**src/rtl/pkt_thr_pkg.sv**
```systemverilog
package pkt_thr_pkg;
  localparam int DEF_CMD_BYTES = 12;
  localparam int DEF_PROG_W    = 4;

  typedef enum logic [1:0] {
    CA_HOLD = 2'd0,
    CA_ZERO = 2'd1,
    CA_INC  = 2'd2
  } cnt_act_e;
endpackage

```
**src/rtl/pkt_drq_edge.sv**
```systemverilog
module pkt_drq_edge (
  input  logic clk,
  input  logic rst_n,
  input  logic drq,
  output logic drq_rise
);
  logic drq_q;

  always_ff @(posedge clk or negedge rst_n) begin
    if (!rst_n) drq_q <= 1'b0;
    else        drq_q <= drq;
  end

  assign drq_rise = drq & ~drq_q;
endmodule

```
**src/rtl/pkt_thr_latch.sv**
```systemverilog
module pkt_thr_latch #(
  parameter int CMD_BYTES = pkt_thr_pkg::DEF_CMD_BYTES,
  parameter int PROG_W    = pkt_thr_pkg::DEF_PROG_W,
  parameter int CNT_W     = $clog2(CMD_BYTES + 1)
) (
  input  logic              clk,
  input  logic              rst_n,
  input  logic              load,
  input  logic              cmd_sel,
  input  logic [PROG_W-1:0] prog_cnt,
  output logic [CNT_W-1:0]  thr
);
  localparam int PROG_MAX = (1 << PROG_W) - 1;

  logic [CNT_W-1:0] data_thr;
  logic [CNT_W-1:0] thr_nxt;

  // Clamp only when the programmed field can express more than a command packet
  generate
    if (PROG_MAX > CMD_BYTES) begin : g_clamp
      always_comb begin
        if (prog_cnt > PROG_W'(CMD_BYTES)) data_thr = CNT_W'(CMD_BYTES);
        else                               data_thr = CNT_W'(prog_cnt);
      end
    end else begin : g_direct
      assign data_thr = CNT_W'(prog_cnt);
    end
  endgenerate

  assign thr_nxt = cmd_sel ? CNT_W'(CMD_BYTES) : data_thr;

  always_ff @(posedge clk or negedge rst_n) begin
    if (!rst_n)    thr <= CNT_W'(CMD_BYTES);
    else if (load) thr <= thr_nxt;
  end
endmodule

```
**src/rtl/pkt_byte_ctr.sv**
```systemverilog
module pkt_byte_ctr #(
  parameter int CMD_BYTES = pkt_thr_pkg::DEF_CMD_BYTES,
  parameter int CNT_W     = $clog2(CMD_BYTES + 1)
) (
  input  logic                   clk,
  input  logic                   rst_n,
  input  pkt_thr_pkg::cnt_act_e  act,
  output logic [CNT_W-1:0]       cnt,
  output logic [CNT_W-1:0]       cnt_nxt
);
  import pkt_thr_pkg::*;

  localparam logic [CNT_W-1:0] CNT_TOP = CNT_W'(CMD_BYTES);

  always_comb begin
    unique case (act)
      CA_ZERO: cnt_nxt = '0;
      CA_INC:  cnt_nxt = (cnt == CNT_TOP) ? CNT_TOP : cnt + 1'b1;
      default: cnt_nxt = cnt;
    endcase
  end

  always_ff @(posedge clk or negedge rst_n) begin
    if (!rst_n) cnt <= '0;
    else        cnt <= cnt_nxt;
  end
endmodule

```
**src/rtl/pkt_full_flag.sv**
```systemverilog
module pkt_full_flag #(
  parameter int CNT_W = 4
) (
  input  logic             clk,
  input  logic             rst_n,
  input  logic             restart,
  input  logic             byte_ok,
  input  logic [CNT_W-1:0] cnt_nxt,
  input  logic [CNT_W-1:0] thr,
  output logic             full
);
  logic hit;

  // A zero threshold needs one real byte before it reports full
  assign hit = byte_ok && ((thr == '0) || (cnt_nxt == thr));

  always_ff @(posedge clk or negedge rst_n) begin
    if (!rst_n)       full <= 1'b0;
    else if (restart) full <= 1'b0;
    else if (hit)     full <= 1'b1;
  end
endmodule

```
**src/rtl/pkt_thr_det.sv**
```systemverilog
module pkt_thr_det #(
  parameter int CMD_BYTES = pkt_thr_pkg::DEF_CMD_BYTES,
  parameter int PROG_W    = pkt_thr_pkg::DEF_PROG_W,
  localparam int CNT_W    = $clog2(CMD_BYTES + 1)
) (
  input  logic              clk,
  input  logic              rst_n,
  input  logic              drq,
  input  logic              cmd_sel,
  input  logic [PROG_W-1:0] prog_cnt,
  input  logic              wr_stb,
  input  logic              fifo_clr,
  output logic              full_flag,
  output logic [CNT_W-1:0]  byte_cnt
);
  import pkt_thr_pkg::*;

  logic             drq_rise;
  logic             byte_ok;
  logic [CNT_W-1:0] thr;
  logic [CNT_W-1:0] cnt_nxt;
  cnt_act_e         act;

  pkt_drq_edge u_edge (
    .clk      (clk),
    .rst_n    (rst_n),
    .drq      (drq),
    .drq_rise (drq_rise)
  );

  pkt_thr_latch #(
    .CMD_BYTES (CMD_BYTES),
    .PROG_W    (PROG_W),
    .CNT_W     (CNT_W)
  ) u_thr (
    .clk      (clk),
    .rst_n    (rst_n),
    .load     (drq_rise),
    .cmd_sel  (cmd_sel),
    .prog_cnt (prog_cnt),
    .thr      (thr)
  );

  // Transfer start outranks clear, clear outranks a byte
  assign byte_ok = wr_stb & ~fifo_clr & ~drq_rise;

  always_comb begin
    if (drq_rise || fifo_clr) act = CA_ZERO;
    else if (wr_stb)          act = CA_INC;
    else                      act = CA_HOLD;
  end

  pkt_byte_ctr #(
    .CMD_BYTES (CMD_BYTES),
    .CNT_W     (CNT_W)
  ) u_ctr (
    .clk     (clk),
    .rst_n   (rst_n),
    .act     (act),
    .cnt     (byte_cnt),
    .cnt_nxt (cnt_nxt)
  );

  pkt_full_flag #(
    .CNT_W (CNT_W)
  ) u_flag (
    .clk     (clk),
    .rst_n   (rst_n),
    .restart (drq_rise),
    .byte_ok (byte_ok),
    .cnt_nxt (cnt_nxt),
    .thr     (thr),
    .full    (full_flag)
  );
endmodule

```
**config.mk**
```make
export PLATFORM = sky130hd
export DESIGN_NAME = pkt_thr_det
export DESIGN_NICKNAME = d
export VERILOG_FILES = /design/src/rtl/pkt_thr_pkg.sv /design/src/rtl/pkt_drq_edge.sv /design/src/rtl/pkt_thr_latch.sv /design/src/rtl/pkt_byte_ctr.sv /design/src/rtl/pkt_full_flag.sv /design/src/rtl/pkt_thr_det.sv
export SDC_FILE = /design/constraint.sdc
export NUM_CORES = 1
export LEC_CHECK = 0
export ABC_AREA = 1
export BUFFER_PORTS_ARGS = -buffer_cell sky130_fd_sc_hd__buf_2
export CAP_MARGIN = 20
export CORE_MARGIN = 2
export CORE_UTILIZATION = 45
export CTS_CLUSTER_SIZE = 30
export DETAILED_ROUTE_END_ITERATION = 16
export GPL_ROUTABILITY_DRIVEN = 0
export PLACE_DENSITY = 0.73
export RECOVER_POWER = 25
export SYNTH_ARGS = -nofsm -noshare
export SYNTH_HDL_FRONTEND = slang
export SYNTH_SLANG_ARGS = --single-unit
```
**constraint.sdc**
```tcl
create_clock -name clk -period 1.4 [get_ports clk]
set_clock_uncertainty 0.05 [all_clocks]
set_input_delay 0.28 -clock clk [delete_from_list [all_inputs] [get_ports clk]]
set_output_delay 0.28 -clock clk [all_outputs]
set_load 0.005 [all_outputs]
```
==> results of run 1 <==
## where the power goes
part | switching [mW] | internal [mW]
combinational | 0.0771 | 0.0629
sequential | 0.0126 | 0.312
clock | 0.0998 | 0.158
## metrics by stage
| step | instance area, um^2 | instances | hold slack [ns] | power, mW | setup TNS [ns] |
|---|---|---|---|---|---|
| after floorplan | 638 | 82 | -0.0656 | 0.399 | 0 |
| after global placement | 772 | 117 | 0.101 | 0.451 | -0.00674 |
| after detailed placement | 772 | 117 | 0.101 | 0.455 | -0.0482 |
| after CTS | 826 | 123 | 0.127 | 0.725 | -0.0472 |
| after global routing | 851 | 124 | 0.151 | 0.765 | -0.206 |
| final | 851 | 124 | 0.159 | 0.722 | -0.0431 |
## state kept, by name (all words and copies together), names as in the netlist
register	flops
u_ctr.cnt	4
u_thr.thr	4
u_edge.drq_q	1
u_flag.full	1
## worst min path at each step
stage          start            to  slack [ns]  cells past startpoint
2_1_floorplan  rst_n  u_ctr.cnt[0]       -0.07                      0
5_1_grt          drq  u_edge.drq_q        0.15                      1
4_1_cts          drq  u_edge.drq_q        0.13                      1
6_report         drq  u_edge.drq_q        0.16                      1
3_5_place_dp   rst_n  u_edge.drq_q        0.10                      1
3_3_place_gp   rst_n  u_edge.drq_q        0.10                      1
## cells by family (layout without fill, tap and decap cells)
| group | Yosys count | count (layout) | synth area share, % |
|---|---|---|---|
| and+or+nand+nor | 52 | 52 | 43.8 |
| AOI/OAI and AO/OA | 4 | 4 | 3.20 |
| buffers and inverters | 14 | 41 | 8.60 |
| DFF | 10 | 10 | 40.4 |
| adders and majority gates | 2 | 2 | 4.00 |
## cells in the final DEF (no fill, tap or decap), types with 2 or more instances in the layout
cell type,instances
buf_2,12
dfrtp_1,8
inv_1,10
nand4_1,5
a21oi_1,2
dfstp_2,2
buf_4,8
nand2_2,8
nand3_2,3
o21ai_0,2
nand3_1,7
nor2_4,2
inv_2,3
clkbuf_4,3
clkbuf_1,2
nand2_1,18
nor2_1,6
## critical path, stage by stage (launching register included)
cell and delay [ns]:
dfrtp_1 0.42, buf_4 0.15, buf_4 0.12, nand3_1 0.07, nand2_1 0.07, nand3_2 0.08, nand2_2 0.05, nand2_1 0.05
nand2_1 0.04, nor2_1 0.07, nand2_1 0.05, nand2_1 0.05, nand2_1 0.05, nand2_1 0.06
## routing by layer
| metal | track usage (%) | up-vias | part of all wire [%] | wire length [um] |
|---|---|---|---|---|
| li1 | - | 315 | - | - |
| met1 | 24.1 | 271 | 44 | 600 |
| met2 | 34.4 | 13 | 52 | 704 |
| met3 | 1.63 | 2 | 3.6 | 49 |
| met4 | 9.68 | 0 | 0.44 | 6 |
| met5 | 0 | - | 0 | 0 |
## cell type report
cell class                      instances  share of cell area (%)
Inverter                               14                    6.32
Timing Repair Buffer                   23                    16.2
Multi-Input combinational cell         58                    41.3
Clock buffer                            4                    4.26
Tap cell                               15                    2.21
Sequential cell                        10                    29.7
## repair_timing
item,CTS,global route
setup buffers,1,1
pin swaps,0,4
endpoints found under the hold margin,8,0
endpoints found under the setup margin,1,1
hold buffers,1,0
resized for setup,0,3
==> results.md, run 1 <==
* Status: complete, but fails checks
* Failing checks: negative setup slack
* DR vias at approximately 600
* Sequential-to-total area share from yosys stat at 40.4%
* Place WS at -0.0482 ns
* Worst R2R Setup Slack at -0.04 ns
* Worst EP required at about 1.6 ns
* Area taken by multi-input logic gates at about 350 um^2
* Netlist cell types at 16
* Count leader, synth: nand2_1
* Final setup viols at 1
* Dpl hpwl at approximately 1.1 mm
* Overflow after GRT at 0
* I/O pins at 15
* Vias in the first global route at between 500 and 600
* Max H-tree Level at 1
* Ratio of total power to cell area at approximately 850 nW/um^2
* Top cell type's share of synthesized area at 32.0%
* Crit path DAT at between 1.5 and 2 ns
* Syn_area_per_cell at between 7 and 8 um^2
* FF/Latch Area at roughly 250 um^2
* Primary FF master, synth: dfrtp_1
* Fmax at approximately 690 MHz
* Worst-path clk slew at 0.07 ns
* Final Core Density at 65.4%
* Final period util at 103%
* Layout fillers at about 130
* Most frequent cells after synthesis: nand2_1 (18), inv_1 (10), nand3_1 (9)
* Number of synthesized flops with an enable pin at 0
* Share of layout cells above drive strength 1 at a little over two fifths
* Num rows at 13
* Global-route usage over all layers at a little under 20%
* PortBufs at 14
* CP Max Fanout at 4
* Seq cells post-synth at 10
* Max Slew Vio Count at 0
* # DRC at 0
* Kind of critical path: register to register
* Total length of routed wires at 1.36 mm
* Mapped Area at about 630 um^2
* RSZ-0062 raised after global routing: true
* Crit path capture: u_flag.full
* TritonCTS Buffers at 3
* Pleak at 0.454 nW
* First DRT Iteration DRCs at 7
* Worst r2r path cells at 13
* Clk_lat worst skew at 0.26 ns
* Cells after synthesis at 82
* Worst r2r src: u_ctr.cnt[0]
* Root buffer cell: clkbuf_4
* Synthesis-to-layout area growth at 36.0%
* CTS max path bufs at 2
* Critical Path End Type: register
* Post-layout nets at ~120
* WL/cell at approximately 11 um
* DR pass1 iterations at 3
* Post-synth top area cell: dfrtp_1
* Final hold viol count at 0
* First-pass GRT wire length at 2.13 mm
* Post-route ant nets at 0
* Reg-to-reg critical path endpoint: u_flag.full
* Core box area at ~1300 um^2
* Largest cells by area after synthesis: dfrtp_1 (32%), nand2_1 (11%), dfstp_2 (8.4%)
* Fin crit period at approximately 1.4 ns
* Initial core utilization at 48.1%
* Synth Net Count at 94
* Worst Setup SP: u_ctr.cnt[0]
* TritonCTS clock tree: built
* CTS sink cnt at 10
* Max cap viols at 0
* Worst Tran Pin Value at approximately 0.58 ns
* Antenna Cells at 0
* Setup crit start kind: register
* DR vias/cell at about 4.8
* Slew margin rel. at between 60% and 70%
* Largest net degree at the start of global routing at 11
* Die Y at approximately 41 um
* Die Area at ~1700 um^2
* Initial antenna violation count at 0
* Async S/R FF share, synth at 100%
* Tightest Hold Check Type: input pin to register
* VDD IR max at 470 uV
* Setup slack after layout at -0.0431 ns
* Die width at 41.3 um
* Synthesis Warnings at 0
No activity file was read; power rests on OpenSTA's default activity.
==> inputs of run 2 (changes only) <==
Settings changed: PLACE_DENSITY 0.73 to 0.81.
Clock period 1.4 ns to 1.3 ns, I/O delays scaled along.
==> run 2 against run 1 <==
  * The run still ends with negative setup slack left
  * Maximum frequency is 0.72% higher
  * Sequential cell count stayed put
  * Global-route usage is 1.5 points lower
  * Utilization is 0.87 points lower
  * Sequential power is 7.7% higher
  * Sequential share of layout area is 0.40 points higher
  * Routed wire length is 10% lower
  * Worst setup slack worse by 0.090 ns
  * Via count is 3.5% lower
  * Register-to-register slack worse by 0.09 ns
  * Cell area is 1.3% lower
  * Highest routed layer unchanged
==> results.md, run 2 (synthesized netlist as in run 1, its figures left out) <==
* Die width at 41.3 um
* RSZ-0062 raised after global routing: true
* Slowest stage delay, CP at about 0.42 ns
* First-pass GRT wire length at around 1.9 mm
* I/O pins at 15
* Initial antenna violation count at 0
* Crit-path cells: inv_2 > ha_4 > nand3_4 > nand3_2 > nand2_2 > nand2_2 > nand2_2 > nand2_1 > nor2_1 > nand2_1 > nand2_1 > nand2_1 > nand2_1
* CTS max path bufs at 2
* DR vias at 580
* DR vias/cell at between 4 and 5
* Dpl hpwl at approximately 990 um
* Post-layout nets at between 100 and 150
* PnR Total Power at 721 uW
* Worst R2R Setup Slack at -0.13 ns
* Place WS at -0.137 ns
* Worst Tran Pin Value at around 0.53 ns
* Die Y at approximately 41 um
* Biggest regs: u_ctr.cnt: 4 flops, u_thr.thr: 4 flops
* Final setup viols at 1
* Final Cell Area at roughly 840 um^2
* Overflow after GRT at 0
* Die Area at between 1500 and 2000 um^2
* Post-placement cell count at approximately 120
* Synthesis-to-layout area growth at 34.2%
* Largest net degree at the start of global routing at 11
* Worst EP required at between 1 and 1.5 ns
* CTS sink cnt at 10
* Kind of critical path: register to register
* Ratio of total power to cell area at around 860 nW/um^2
* Placed cell area at between 700 and 800 um^2
* Final period util at 110%
* Commonest non-fill, non-tap cell in the layout: nand2_1
* Clk_lat worst skew at 0.27 ns
* Global-route usage over all layers at 18.3%
* Antenna Cells at 0
* TritonCTS Buffers at 3
* Tightest Hold Check Type: input pin to register
* PortBufs at 14
* FF/Latch Area at about 250 um^2
* Pleak at 0.440 nW
* Share of layout cells above drive strength 1 at 43.5%
* CP Max Fanout at 4
* Max Slew Vio Count at 0
* Core box area at about 1300 um^2
* Worst-path clk slew at 0.07 ns
* CP most frequent cell: nand2_1
* Vias in the first global route at between 400 and 500
* Setup crit start kind: register
* Root buffer cell: clkbuf_4
* TritonCTS clock tree: built
* Slew margin rel. at roughly 65%
* Most frequent cells in the layout: nand2_1 (18), buf_2 (12), inv_1 (9), nand2_2 (8), dfrtp_1 (8)
* Failing checks: negative setup slack
* Critical Path End Type: register
* Setup slack after layout at -0.133 ns
* First DRT Iteration DRCs at 8
* Layout fillers at between 100 and 150
* Final hold viol count at 0
* CP max stage cell: dfrtp_1
* Num rows at 13
* VDD IR max at 748 uV
* Max H-tree Level at 1
* # DRC at 0
* Status: complete, but fails checks
* Fin crit period at roughly 1.4 ns
* Non-filler cells, final at roughly 120
* Crit path DAT at about 1.5 ns
* Post-route ant nets at 0
* Initial core utilization at roughly 48%
* Max cap viols at 0
* Total length of routed wires at about 1.2 mm
* WL/cell at just under 10 um
* DR pass1 iterations at 4
* WHS at 0.129 ns
* Fmax at between 600 and 700 MHz
* Area taken by multi-input logic gates at approximately 350 um^2
==> run 2: final timing paths <==
check | endpoint | start | cells past startpoint
min in group asynchronous | u_thr.thr[0] | rst_n | 2
max in group asynchronous | u_thr.thr[3] | rst_n | 2
setup reg to reg | u_flag.full | u_ctr.cnt[0] | 13
hold reg to reg | u_flag.full | u_flag.full | 2
hold / removal | u_edge.drq_q | drq | 1
setup / recovery | u_flag.full | u_ctr.cnt[0] | 13
==> run 2: per-layer routing <==
layer,global-route usage [%],wire (um),share of wire (%)
met1,21.7,551,45
met3,3.26,68,5.6
met2,29.7,579,47
met4,12.1,23,1.9
met5,0,0,0
==> run 2: worst max-delay path, delay by kind of cell, from the launching register on <==
kind	cells	cell delay, ns
adder cells (fa/ha/maj)	1	0.15
buffers and inverters	1	0.09
flip-flops	1	0.42
AND/OR/NAND/NOR	11	0.59
==> run 2: cell type report <==
| type | instances | share of cell area [%] |
|---|---|---|
| clock buffer | 4 | 3.13 |
| inverter | 14 | 6.41 |
| multi-input combinational | 58 | 42.2 |
| sequential | 10 | 30.1 |
| tap | 15 | 2.24 |
| timing repair buffer | 22 | 15.9 |
==> run 2: repair_timing <==
item / CTS / global route
gates resized for setup: 2 / 2
hold buffers: 1 / 0
buffers inserted: 1 / 0
pin swaps: 2 / 0
endpoints found under the setup margin: 1 / 3
endpoints found under the hold margin: 8 / 0
==> run 2: metrics by stage <==
stage                     util, %  setup TNS, ns
after global routing         64.5         -0.266
after CTS                    64.2         -0.141
after detailed placement     60.1         -0.137
after floorplan                 -        -0.0696
final                        64.5         -0.133
after global placement       60.1         -0.105
==> run 2: power breakdown <==
group	switching, mW	internal [mW]	leakage, nW	total, mW
clock	0.106	0.118	0.0150	0.224
combinational	0.0803	0.0671	0.297	0.147
sequential	0.0134	0.336	0.128	0.349
==> inputs of run 3 (changes only) <==
Settings changed: CORE_AREA set to 2 2 39 41, CORE_MARGIN 2 to unset, CORE_UTILIZATION 45 to unset, DIE_AREA set to 0 0 41 43, GPL_TIMING_DRIVEN set to 0, PLACE_DENSITY 0.81 to 0.8.
Clock period 1.3 ns to 1.8 ns, I/O delays scaled along.
==> run 3 against run 2 <==
  * The run now ends clean
  * Sequential share of layout area increased by 3.6 points
  * Final cell count shrank 4.9%
  * Routed wire length increased by 2.9%
  * Clock power down 27%
  * First-iteration DRC count fell by 13%
  * Power fell by 30%
  * Combinational power shrank 42%
  * Largest power group unchanged
==> results.md, run 3 (synthesized netlist as in run 1, its figures left out) <==
* Total length of routed wires at around 1.3 mm
* Crit-path cells: inv_2 > ha_1 > nand3_1 > nand3_1 > nand2_2 > nand2_2 > nand2_2 > nand2_1 > nor2_1 > nand2_1 > nand2_1 > nand2_1 > nand2_1
* DR vias/cell at 4.95
* Overflow after GRT at 0
* TritonCTS clock tree: built
* Max H-tree Level at 1
* Slowest stage delay, CP at between 0.4 and 0.5 ns
* Setup crit start kind: register
* Die width at between 40 and 50 um
* Highest metal used: met4
* Tightest Hold Check Type: input pin to register
* Initial antenna violation count at 0
* Slew margin rel. at 62.0%
* CTS max path bufs at 2
* Total negative setup slack at 0 ns
* Worst-path clk slew at around 0.07 ns
* Status: complete, no violations
* PnR Total Power at 503 uW
* Non-filler cells, final at 117
* Clk_lat worst skew at approximately 0.27 ns
* Crit path DAT at about 1.7 ns
* Final Cell Area at ~750 um^2
* WL/cell at around 11 um
* CP most frequent cell: nand2_1
* Synthesis-to-layout area growth at 19.8%
* Fmax at 632 MHz
* Kind of critical path: register to register
* Post-placement cell count at approximately 110
* Antenna Cells at 0
* Final setup viols at 0
* Final period util at between 80 and 90%
* Delay-heaviest family, CP: simple AND/OR/NAND/NOR gates
* First DRT Iteration DRCs at 7
* Vias in the first global route at about 520
* Core box area at between 1000 and 1500 um^2
* Fin crit period at roughly 1.6 ns
* Die Y at between 40 and 50 um
* Num rows at 14
* Final Core Density at 54.2%
* Pleak at 0.399 nW
* Layout fillers at 150
* TritonCTS Buffers at 3
* Dpl hpwl at 1.00 mm
* Final hold viol count at 0
* Commonest non-fill, non-tap cell in the layout: nand2_1
* M1 wire length at 553 um
* Ratio of total power to cell area at about 670 nW/um^2
* Max cap viols at 0
* Placed cell area at about 720 um^2
* CP bufs+invs at 1
* Max Slew Vio Count at 0
* Initial core utilization at between 40 and 50%
* WL met3 at about 66 um
* Global-route usage over all layers at between 10% and 20%
* CP max stage cell: dfrtp_1
* Critical Path End Type: register
* DR vias at a little under 600
* I/O pins at 15
* VDD IR max at 381 uV
* Die Area at ~1800 um^2
* CP Max Fanout at 5
* Biggest regs: u_ctr.cnt: 4 flops, u_thr.thr: 4 flops
* Post-route ant nets at 0
* First-pass GRT wire length at 2.06 mm
* Worst Tran Pin Value at roughly 0.57 ns
* CTS sink cnt at 10
* # DRC at 0
* Most frequent cells in the layout: nand2_1 (18), buf_2 (12), inv_1 (10), nand3_1 (9)
* RSZ-0062 raised after global routing: false
* Routed wl met2 at a little over 600 um
* Share of layout cells above drive strength 1 at approximately 34%
* Root buffer cell: clkbuf_4
* DR pass1 iterations at 4
* PortBufs at 14
* Post-layout nets at around 110
* Largest net degree at the start of global routing at 11
* Worst EP required at around 2.0 ns
-- run 3: cell count changes in the layout (fill, tap and decap cells not counted), sizes merged --
cell	previous run	this run
buf	19	12
-- run 3: path summary, 6_finish.rpt --
| check | start | to | slack, ns | cells after the start |
|---|---|---|---|---|
| min in group asynchronous | rst_n | u_ctr.cnt[2] | 0.55 | 2 |
| max in group asynchronous | rst_n | u_thr.thr[2] | 0.78 | 2 |
| min | drq | u_edge.drq_q | 0.23 | 1 |
| min reg2reg | u_flag.full | u_flag.full | 0.44 | 2 |
| max reg2reg | u_ctr.cnt[0] | u_flag.full | 0.22 | 13 |
| max | u_ctr.cnt[0] | u_flag.full | 0.22 | 13 |
-- run 3: power by group --
| group | internal (mW) | leakage (nW) | switching (mW) | total, mW |
|---|---|---|---|---|
| combinational | 0.0329 | 0.256 | 0.0529 | 0.0859 |
| clock | 0.0858 | 0.0150 | 0.0784 | 0.164 |
| sequential | 0.242 | 0.128 | 0.0105 | 0.253 |
| total | 0.361 | 0.399 | 0.142 | 0.503 |
-- run 3: through the flow --
step                      worst slack, ns  hold slack [ns]
after global routing               0.0212            0.226
after floorplan                     0.360           0.0144
after CTS                           0.213            0.199
final                               0.218            0.230
after detailed placement            0.238            0.183
after global placement              0.268            0.177
-- run 3: layer usage --
layer,vias up,global-route usage [%]
met1,259,21.4
li1,299,-
met4,0,12.0
met2,17,27.5
met5,-,0
met3,4,3.66
-- run 3: area by class of cell --
type | count | area [um^2] | share of cell area (%)
clock buffer | 4 | 26.3 | 3.51
inverter | 14 | 53.8 | 7.18
multi-input combinational | 58 | 319 | 42.6
sequential | 10 | 253 | 33.7
tap | 16 | 20.0 | 2.67
timing repair buffer | 15 | 77.6 | 10.4
-- run 3: timing repair --
item	4_1_cts	5_1_grt
hold buffers	1	0
endpoints found under the hold margin	8	0
gates resized for setup	0	0
setup buffers	0	0
